===== src/rtl/fcj_pkg.sv =====
package fcj_pkg;
    typedef enum logic [1:0] {
        CI_EQUAL   = 2'b00,
        CI_LESS    = 2'b01,
        CI_GREATER = 2'b10
    } cmp_ind_e;

    localparam logic [5:0] OP_JUMP     = 6'd39;
    localparam logic [5:0] OP_RTEST_LO = 6'd40;
    localparam logic [5:0] OP_RTEST_HI = 6'd47;
    localparam logic [5:0] OP_CMP_LO   = 6'd56;
    localparam logic [5:0] OP_CMP_HI   = 6'd63;
endpackage


===== src/rtl/fcj_field_cmp.sv =====
module fcj_field_cmp
    import fcj_pkg::*;
#(
    parameter int BYTE_W = 6,
    parameter int NBYTES = 5,
    localparam int MAG_W = BYTE_W * NBYTES,
    localparam int WORD_W = MAG_W + 1
) (
    input  logic [WORD_W-1:0] lhs_word,
    input  logic [WORD_W-1:0] rhs_word,
    input  logic [2:0]        fld_l,
    input  logic [2:0]        fld_r,
    output cmp_ind_e          result
);
    logic [MAG_W-1:0] lhs_mag, rhs_mag;
    logic signed [MAG_W:0] lhs_val, rhs_val;
    logic use_sign;

    for (genvar k = 1; k <= NBYTES; k++) begin : g_byte
        localparam int LSB = (NBYTES - k) * BYTE_W;
        logic sel;
        assign sel = (3'(k) >= fld_l) && (3'(k) <= fld_r);
        assign lhs_mag[LSB +: BYTE_W] = sel ? lhs_word[LSB +: BYTE_W] : '0;
        assign rhs_mag[LSB +: BYTE_W] = sel ? rhs_word[LSB +: BYTE_W] : '0;
    end

    assign use_sign = (fld_l == 3'd0);

    always_comb begin
        lhs_val = $signed({1'b0, lhs_mag});
        rhs_val = $signed({1'b0, rhs_mag});
        if (use_sign && lhs_word[WORD_W-1]) lhs_val = -lhs_val;
        if (use_sign && rhs_word[WORD_W-1]) rhs_val = -rhs_val;
        if (lhs_val < rhs_val)      result = CI_LESS;
        else if (lhs_val > rhs_val) result = CI_GREATER;
        else                        result = CI_EQUAL;
    end

    // r4: equal magnitudes with no sign involvement must read EQUAL
    always_comb begin
        if (!use_sign && lhs_mag == rhs_mag)
            a_r4_mag_equal: assert (result == CI_EQUAL);
    end
endmodule


===== src/rtl/fcj_jump_eval.sv =====
module fcj_jump_eval
    import fcj_pkg::*;
#(
    parameter int WORD_W = 31
) (
    input  logic [5:0]        opcode,
    input  logic [5:0]        modifier,
    input  cmp_ind_e          cmp_ind,
    input  logic              ovf,
    input  logic [WORD_W-1:0] reg_word,
    output logic              take,
    output logic              save_j,
    output logic              clr_ovf
);
    logic is_zero, is_neg, is_pos;

    assign is_zero = (reg_word[WORD_W-2:0] == '0);
    assign is_neg  = reg_word[WORD_W-1] && !is_zero;
    assign is_pos  = !reg_word[WORD_W-1] && !is_zero;

    always_comb begin
        take    = 1'b0;
        save_j  = 1'b0;
        clr_ovf = 1'b0;
        if (opcode == OP_JUMP) begin
            case (modifier)
                6'd0: take = 1'b1;
                6'd1: take = 1'b1;
                6'd2: begin take = ovf;  clr_ovf = 1'b1; end
                6'd3: begin take = !ovf; clr_ovf = 1'b1; end
                6'd4: take = (cmp_ind == CI_LESS);
                6'd5: take = (cmp_ind == CI_EQUAL);
                6'd6: take = (cmp_ind == CI_GREATER);
                6'd7: take = (cmp_ind != CI_LESS);
                6'd8: take = (cmp_ind != CI_EQUAL);
                6'd9: take = (cmp_ind != CI_GREATER);
                default: take = 1'b0;
            endcase
            save_j = take && (modifier != 6'd1);
        end else if (opcode >= OP_RTEST_LO && opcode <= OP_RTEST_HI) begin
            case (modifier)
                6'd0: take = is_neg;
                6'd1: take = is_zero;
                6'd2: take = is_pos;
                6'd3: take = !is_neg;
                6'd4: take = !is_zero;
                6'd5: take = !is_pos;
                default: take = 1'b0;
            endcase
            save_j = take;
        end
    end
endmodule


===== src/rtl/fcj_unit.sv =====
module fcj_unit
    import fcj_pkg::*;
#(
    parameter int BYTE_W = 6,
    parameter int NBYTES = 5,
    parameter int ADDR_W = 12,
    localparam int WORD_W = BYTE_W * NBYTES + 1
) (
    input  logic              clk,
    input  logic              rst_n,
    input  logic              op_valid,
    input  logic [5:0]        opcode,
    input  logic [5:0]        modifier,
    input  logic [WORD_W-1:0] reg_word,
    input  logic [WORD_W-1:0] mem_word,
    input  logic              ovf_in,
    input  logic [ADDR_W-1:0] addr_in,
    input  logic [ADDR_W-1:0] pc_in,
    output logic [1:0]        cmp_ind,
    output logic              jump_taken,
    output logic [ADDR_W-1:0] jump_target,
    output logic              j_we,
    output logic [ADDR_W-1:0] j_value,
    output logic              ovf_clr
);
    typedef struct packed {
        cmp_ind_e          ind;
        logic              taken;
        logic [ADDR_W-1:0] target;
        logic              jwe;
        logic [ADDR_W-1:0] jval;
        logic              clr;
    } state_t;

    state_t st_d, st_q;
    cmp_ind_e cmp_res;
    logic take, save_j, clr_ovf, is_cmp;

    fcj_field_cmp #(.BYTE_W(BYTE_W), .NBYTES(NBYTES)) cmp_i (
        .lhs_word (reg_word),
        .rhs_word (mem_word),
        .fld_l    (modifier[5:3]),
        .fld_r    (modifier[2:0]),
        .result   (cmp_res)
    );

    fcj_jump_eval #(.WORD_W(WORD_W)) jmp_i (
        .opcode   (opcode),
        .modifier (modifier),
        .cmp_ind  (st_q.ind),
        .ovf      (ovf_in),
        .reg_word (reg_word),
        .take     (take),
        .save_j   (save_j),
        .clr_ovf  (clr_ovf)
    );

    assign is_cmp = (opcode >= OP_CMP_LO) && (opcode <= OP_CMP_HI);

    always_comb begin
        st_d        = st_q;
        st_d.taken  = 1'b0;
        st_d.jwe    = 1'b0;
        st_d.clr    = 1'b0;
        if (op_valid) begin
            if (is_cmp) st_d.ind = cmp_res;
            st_d.taken  = take;
            st_d.target = addr_in;
            st_d.jwe    = save_j;
            st_d.jval   = pc_in + ADDR_W'(1);
            st_d.clr    = clr_ovf;
        end
    end

    always_ff @(posedge clk) begin
        if (!rst_n) begin
            st_q <= '{ind: CI_EQUAL, taken: 1'b0, target: '0,
                      jwe: 1'b0, jval: '0, clr: 1'b0};
        end else begin
            st_q <= st_d;
        end
    end

    assign cmp_ind     = st_q.ind;
    assign jump_taken  = st_q.taken;
    assign jump_target = st_q.target;
    assign j_we        = st_q.jwe;
    assign j_value     = st_q.jval;
    assign ovf_clr     = st_q.clr;

    a_r1_ind_legal: assert property (@(posedge clk) disable iff (!rst_n)
        cmp_ind != 2'b11);
    a_r1_ind_hold: assert property (@(posedge clk) disable iff (!rst_n)
        !(op_valid && is_cmp) |=> $stable(cmp_ind));
    a_r7_ovf_clear: assert property (@(posedge clk) disable iff (!rst_n)
        (op_valid && opcode == OP_JUMP && (modifier == 6'd2 || modifier == 6'd3)) |=> ovf_clr);
    a_r8_no_save: assert property (@(posedge clk) disable iff (!rst_n)
        (op_valid && opcode == OP_JUMP && modifier == 6'd1) |=> (jump_taken && !j_we));
    a_r8_return_addr: assert property (@(posedge clk) disable iff (!rst_n)
        j_we |-> (jump_taken && j_value == $past(pc_in) + ADDR_W'(1)));
    a_r10_idle: assert property (@(posedge clk) disable iff (!rst_n)
        !op_valid |=> (!jump_taken && !j_we && !ovf_clr));
endmodule


===== config.mk =====
export PLATFORM = sky130hd
export DESIGN_NAME = fcj_unit
export DESIGN_NICKNAME = d
export VERILOG_FILES = /design/src/rtl/fcj_pkg.sv /design/src/rtl/fcj_field_cmp.sv /design/src/rtl/fcj_jump_eval.sv /design/src/rtl/fcj_unit.sv
export SDC_FILE = /design/constraint.sdc
export NUM_CORES = 1
export LEC_CHECK = 0
export BUFFER_PORTS_ARGS = -buffer_cell sky130_fd_sc_hd__clkbuf_2
export CAP_MARGIN = 20
export CORE_AREA = 2 2 89 91
export CTS_CLUSTER_DIAMETER = 150
export DETAILED_ROUTE_END_ITERATION = 8
export DIE_AREA = 0 0 91 93
export PLACE_DENSITY = 0.86
export SLEW_MARGIN = 25
export SYNTH_ARGS = -nofsm -noshare
export SYNTH_HDL_FRONTEND = slang
export SYNTH_HIERARCHICAL = 1
export SYNTH_SLANG_ARGS = --single-unit

===== constraint.sdc =====
create_clock -name clk -period 5.7 [get_ports clk]
set_clock_uncertainty 0.15 [all_clocks]
set_input_delay 0.285 -clock clk [delete_from_list [all_inputs] [get_ports clk]]
set_output_delay 0.285 -clock clk [all_outputs]
set_load 0.02 [all_outputs]

==> summary.md <==
| Metric | Value |
|---|---|
| Yosys warns | 6 |
| Max-cap violations | 0 |
| Crit-path max cell delay | 0.63 ns |
| Final Power | 0.000717 W |
| Area after DPL | about 0.0048 mm^2 |
| FF+latch count, synth | 29 |
| CTS tree | built |
| Worst Path Class, Setup | in -> reg |
| Hold Path Class | in -> reg |
| Worst setup EP type | flop |
| Leakage | 2.15 nW |
| Synth Net Count | 729 |
| Post-synthesis adder-cell area fraction | 10.3% |
| Area grow syn2layout | 18.3% |
| Largest delay share family, worst path | compound AO/OA/AOI/OAI gates |
| Synth top area cells | dfxtp_1 14%, ha_1 10%, nor2_1 7.3%, a21oi_1 6.6%, nand2_1 5.6% |
| Initial Utilization | between 50 and 60% |
| Synthesized area per cell | 6.99 um^2 |
| Crit start category | primary input |
| Layout net count | 842 |
| Maximum clock path buffer count | 2 |
| Sequential-to-total area share from yosys stat | 14.0% |
| Placer Congestion | between 0.9 and 1 |
| Compound-Gate Fraction of Synth Area | 30.5% |
| Period utilisation layout | between 80 and 90% |
| Share of cells above drive strength 1 | 22.5% |
| Post-route ant nets | 0 |
| Count of pins over their slew limit | 0 |
| Critical path peak fanout | 16 |
| Commonest cells after routing, fill and taps aside | 130 x clkbuf_2, 81 x nor2_1, 62 x nand2_1, 55 x a21oi_1, 39 x o21ai_0 |
| Final period demand of the worst path | 4.75 ns |
| # setup viols final | 0 |
| Synth top area share | roughly 14% |
| RSZ-0062 raised after global routing | false |
| Place WS | 0.879 ns |
| Post-synth EDFFs | 0 |
| Die Area | 0.00846 mm^2 |
| XOR/XNOR share of the synthesized area | 8.45% |
| Post-DP HPWL | approximately 10000 um |
| Unique masters post-synth | 64 |
| Post-CTS Setup Repair Bufs | 0 |
| Crit-path cells | clkbuf_2 -> o2bb2ai_1 -> nor2_1 -> nand2_1 -> ha_1 -> o31ai_1 -> nor3_1 -> o21ai_0 -> nor3b_1 -> o221ai_1 -> ha_1 -> a21oi_1 -> o21ai_0 -> a311o_1 -> o31ai_1 -> mux2i_1 -> mux2i_1 -> nor2_1 |
| Largest net degree at the start of global routing | around 40 |
| Clk_lat worst skew | between 0.2 and 0.3 ns |
| Post-synthesis mux area share | 4.35% |
| PD cells | 146 mW/mm^2 |
| Core area | roughly 0.0075 mm^2 |
| Ys async rst share | 0% |
| Die W | 91 um |
| Clock Tree Root | clkbuf_8 |
| Antenna cells | 0 |
| Post-CTS Hold Fix Bufs | 0 |
| Total vias in the final route | about 5100 |
| Global-route wire length before repair | 21000 um |
| Number of global-route vias before repair | 4681 |
| Worst-margin pin slew | 0.948 ns |
| Drt drc | 0 |
| Port Buf Inserts | 130 |
| Setup total negative slack | 0 ns |
| Final WS setup | 0.952 ns |
| Largest area contributor in the netlist | dfxtp_1 |
| Number of H-tree levels | 2 |
| Clock-pin slew on the worst setup and hold paths | 0.06 ns |
| # resized after CTS | 0 |
| Main combinational cell family by area after synthesis | compound AO/OA/AOI/OAI gates |
| Simple-gate share of the synthesized area | 27.8% |
| Final hold vios | 0 |
| Global route total overflow | 0 |
| Pre-antenna DRT Iters | 5 |
| Post-Syn Instances | 593 |
| Max stage delay cell, worst path | nor3_1 |
| CP required | around 5.8 ns |
| Sink Count | 29 |
| Die Height | 93 um |
| FP Rows | 32 |
| Vias per cell | 6.28 |
| GRT Overall Usage | 29.5% |
| Max IR drop VDD | between 0.00015 and 0.0002 V |
| Initial drt markers | 282 |
| IO Pins | 131 |
| CTS Buf Count | 5 |
| Status | complete, no violations |
| Final core utilization | 65.2% |
| CP bufs+invs | 1 |
| Relative slew slack | between 30% and 40% |
| Achievable Freq | 211 MHz |
| Final Cell Area | between 0.004 and 0.005 mm^2 |
| Worst Path Arrival | 4.80 ns |
| Commonest non-fill, non-tap cell in the layout | clkbuf_2 |
| Synth Cell Area | 0.00415 mm^2 |
| Initial antenna violation count | 0 |
| Routed length per placed instance | 15.8 um |
| DRT Wirelength | roughly 13000 um |
| Post-synth top flop | dfxtp_1 |
[sequential cells by signal (all words and copies together) (netlist names)]
name / count
j_value: 12
jump_target: 12
cmp_ind: 2
j_we: 1
jump_taken: 1
ovf_clr: 1
[where the power goes]
part	internal, W	leakage (nW)	total (W)	switching [W]
Combinational	0.000131	1.87	0.000336	0.000205
Clock	0.0000843	0.0450	0.000160	0.0000758
Sequential	0.000215	0.239	0.000222	0.00000733
[final cells by class]
type                            instances  area (um^2)
Multi-Input combinational cell        521         3380
Clock inverter                          2         10.0
Inverter                               16         60.1
Timing Repair Buffer                  133          673
Sequential cell                        29          581
Clock buffer                            6         72.6
Tap cell                              102          128
Fill cell                             688         2620
[per-stage QoR]
step / std cells / hold slack, ns
floorplan: 593 / 0.235
global placement: 801 / 0.319
detailed placement: 801 / 0.334
CTS: 809 / 0.0836
global route: 809 / 0.101
finish: 809 / 0.0903
[logic make-up (layout without fill, tap and decap cells)]
group                    Yosys count  after routing
AND/OR/NAND/NOR                  240            240
AO/OA/AOI/OAI                    189            189
buffers and inverters             43            157
XOR/XNOR                          40             40
adder cells (fa/ha/maj)           34             34
flip-flops                        29             29
multiplexers                      18             18
[Yosys cell counts (all sizes together), types with 5 or more instances]
| master | n |
|---|---|
| o21bai | 7 |
| or2 | 5 |
| inv | 15 |
| a21oi | 55 |
| nor2b | 5 |
| dfxtp | 29 |
| mux2i | 18 |
| nor4 | 15 |
| buf | 7 |
| o31ai | 14 |
| or4 | 10 |
| xnor2 | 23 |
| nand4 | 10 |
| xor2 | 17 |
| a31oi | 18 |
| ha | 34 |
| nor3 | 18 |
| nand3 | 12 |
| nor2 | 81 |
| a211oi | 7 |
| clkbuf | 20 |
| o21ai | 39 |
| nand2 | 62 |
[worst paths after layout]
check	depth (start not counted)	start	slack, ns	end
worst max-delay path	18	modifier[5]	0.95	cmp_ind[0]$_SDFFE_PN0P_
worst min register to register	2	j_value[2]$_SDFFE_PN0P_	0.35	j_value[2]$_SDFFE_PN0P_
worst max register to register	6	cmp_ind[1]$_SDFFE_PN0P_	3.99	jump_taken$_SDFF_PN0_
worst min-delay path	2	pc_in[0]	0.09	j_value[0]$_SDFFE_PN0P_
[metal layers]
| metal | GRT usage [%] | part of all wire [%] | up-vias |
|---|---|---|---|
| met2 | 50.2 | 46 | 241 |
| met1 | 38.3 | 42 | 2342 |
| met4 | 11.2 | 2.8 | 0 |
| met5 | 0 | 0 | - |
| met3 | 3.46 | 8.9 | 31 |
| li1 | - | - | 2463 |
No activity file was read; power rests on OpenSTA's default activity.
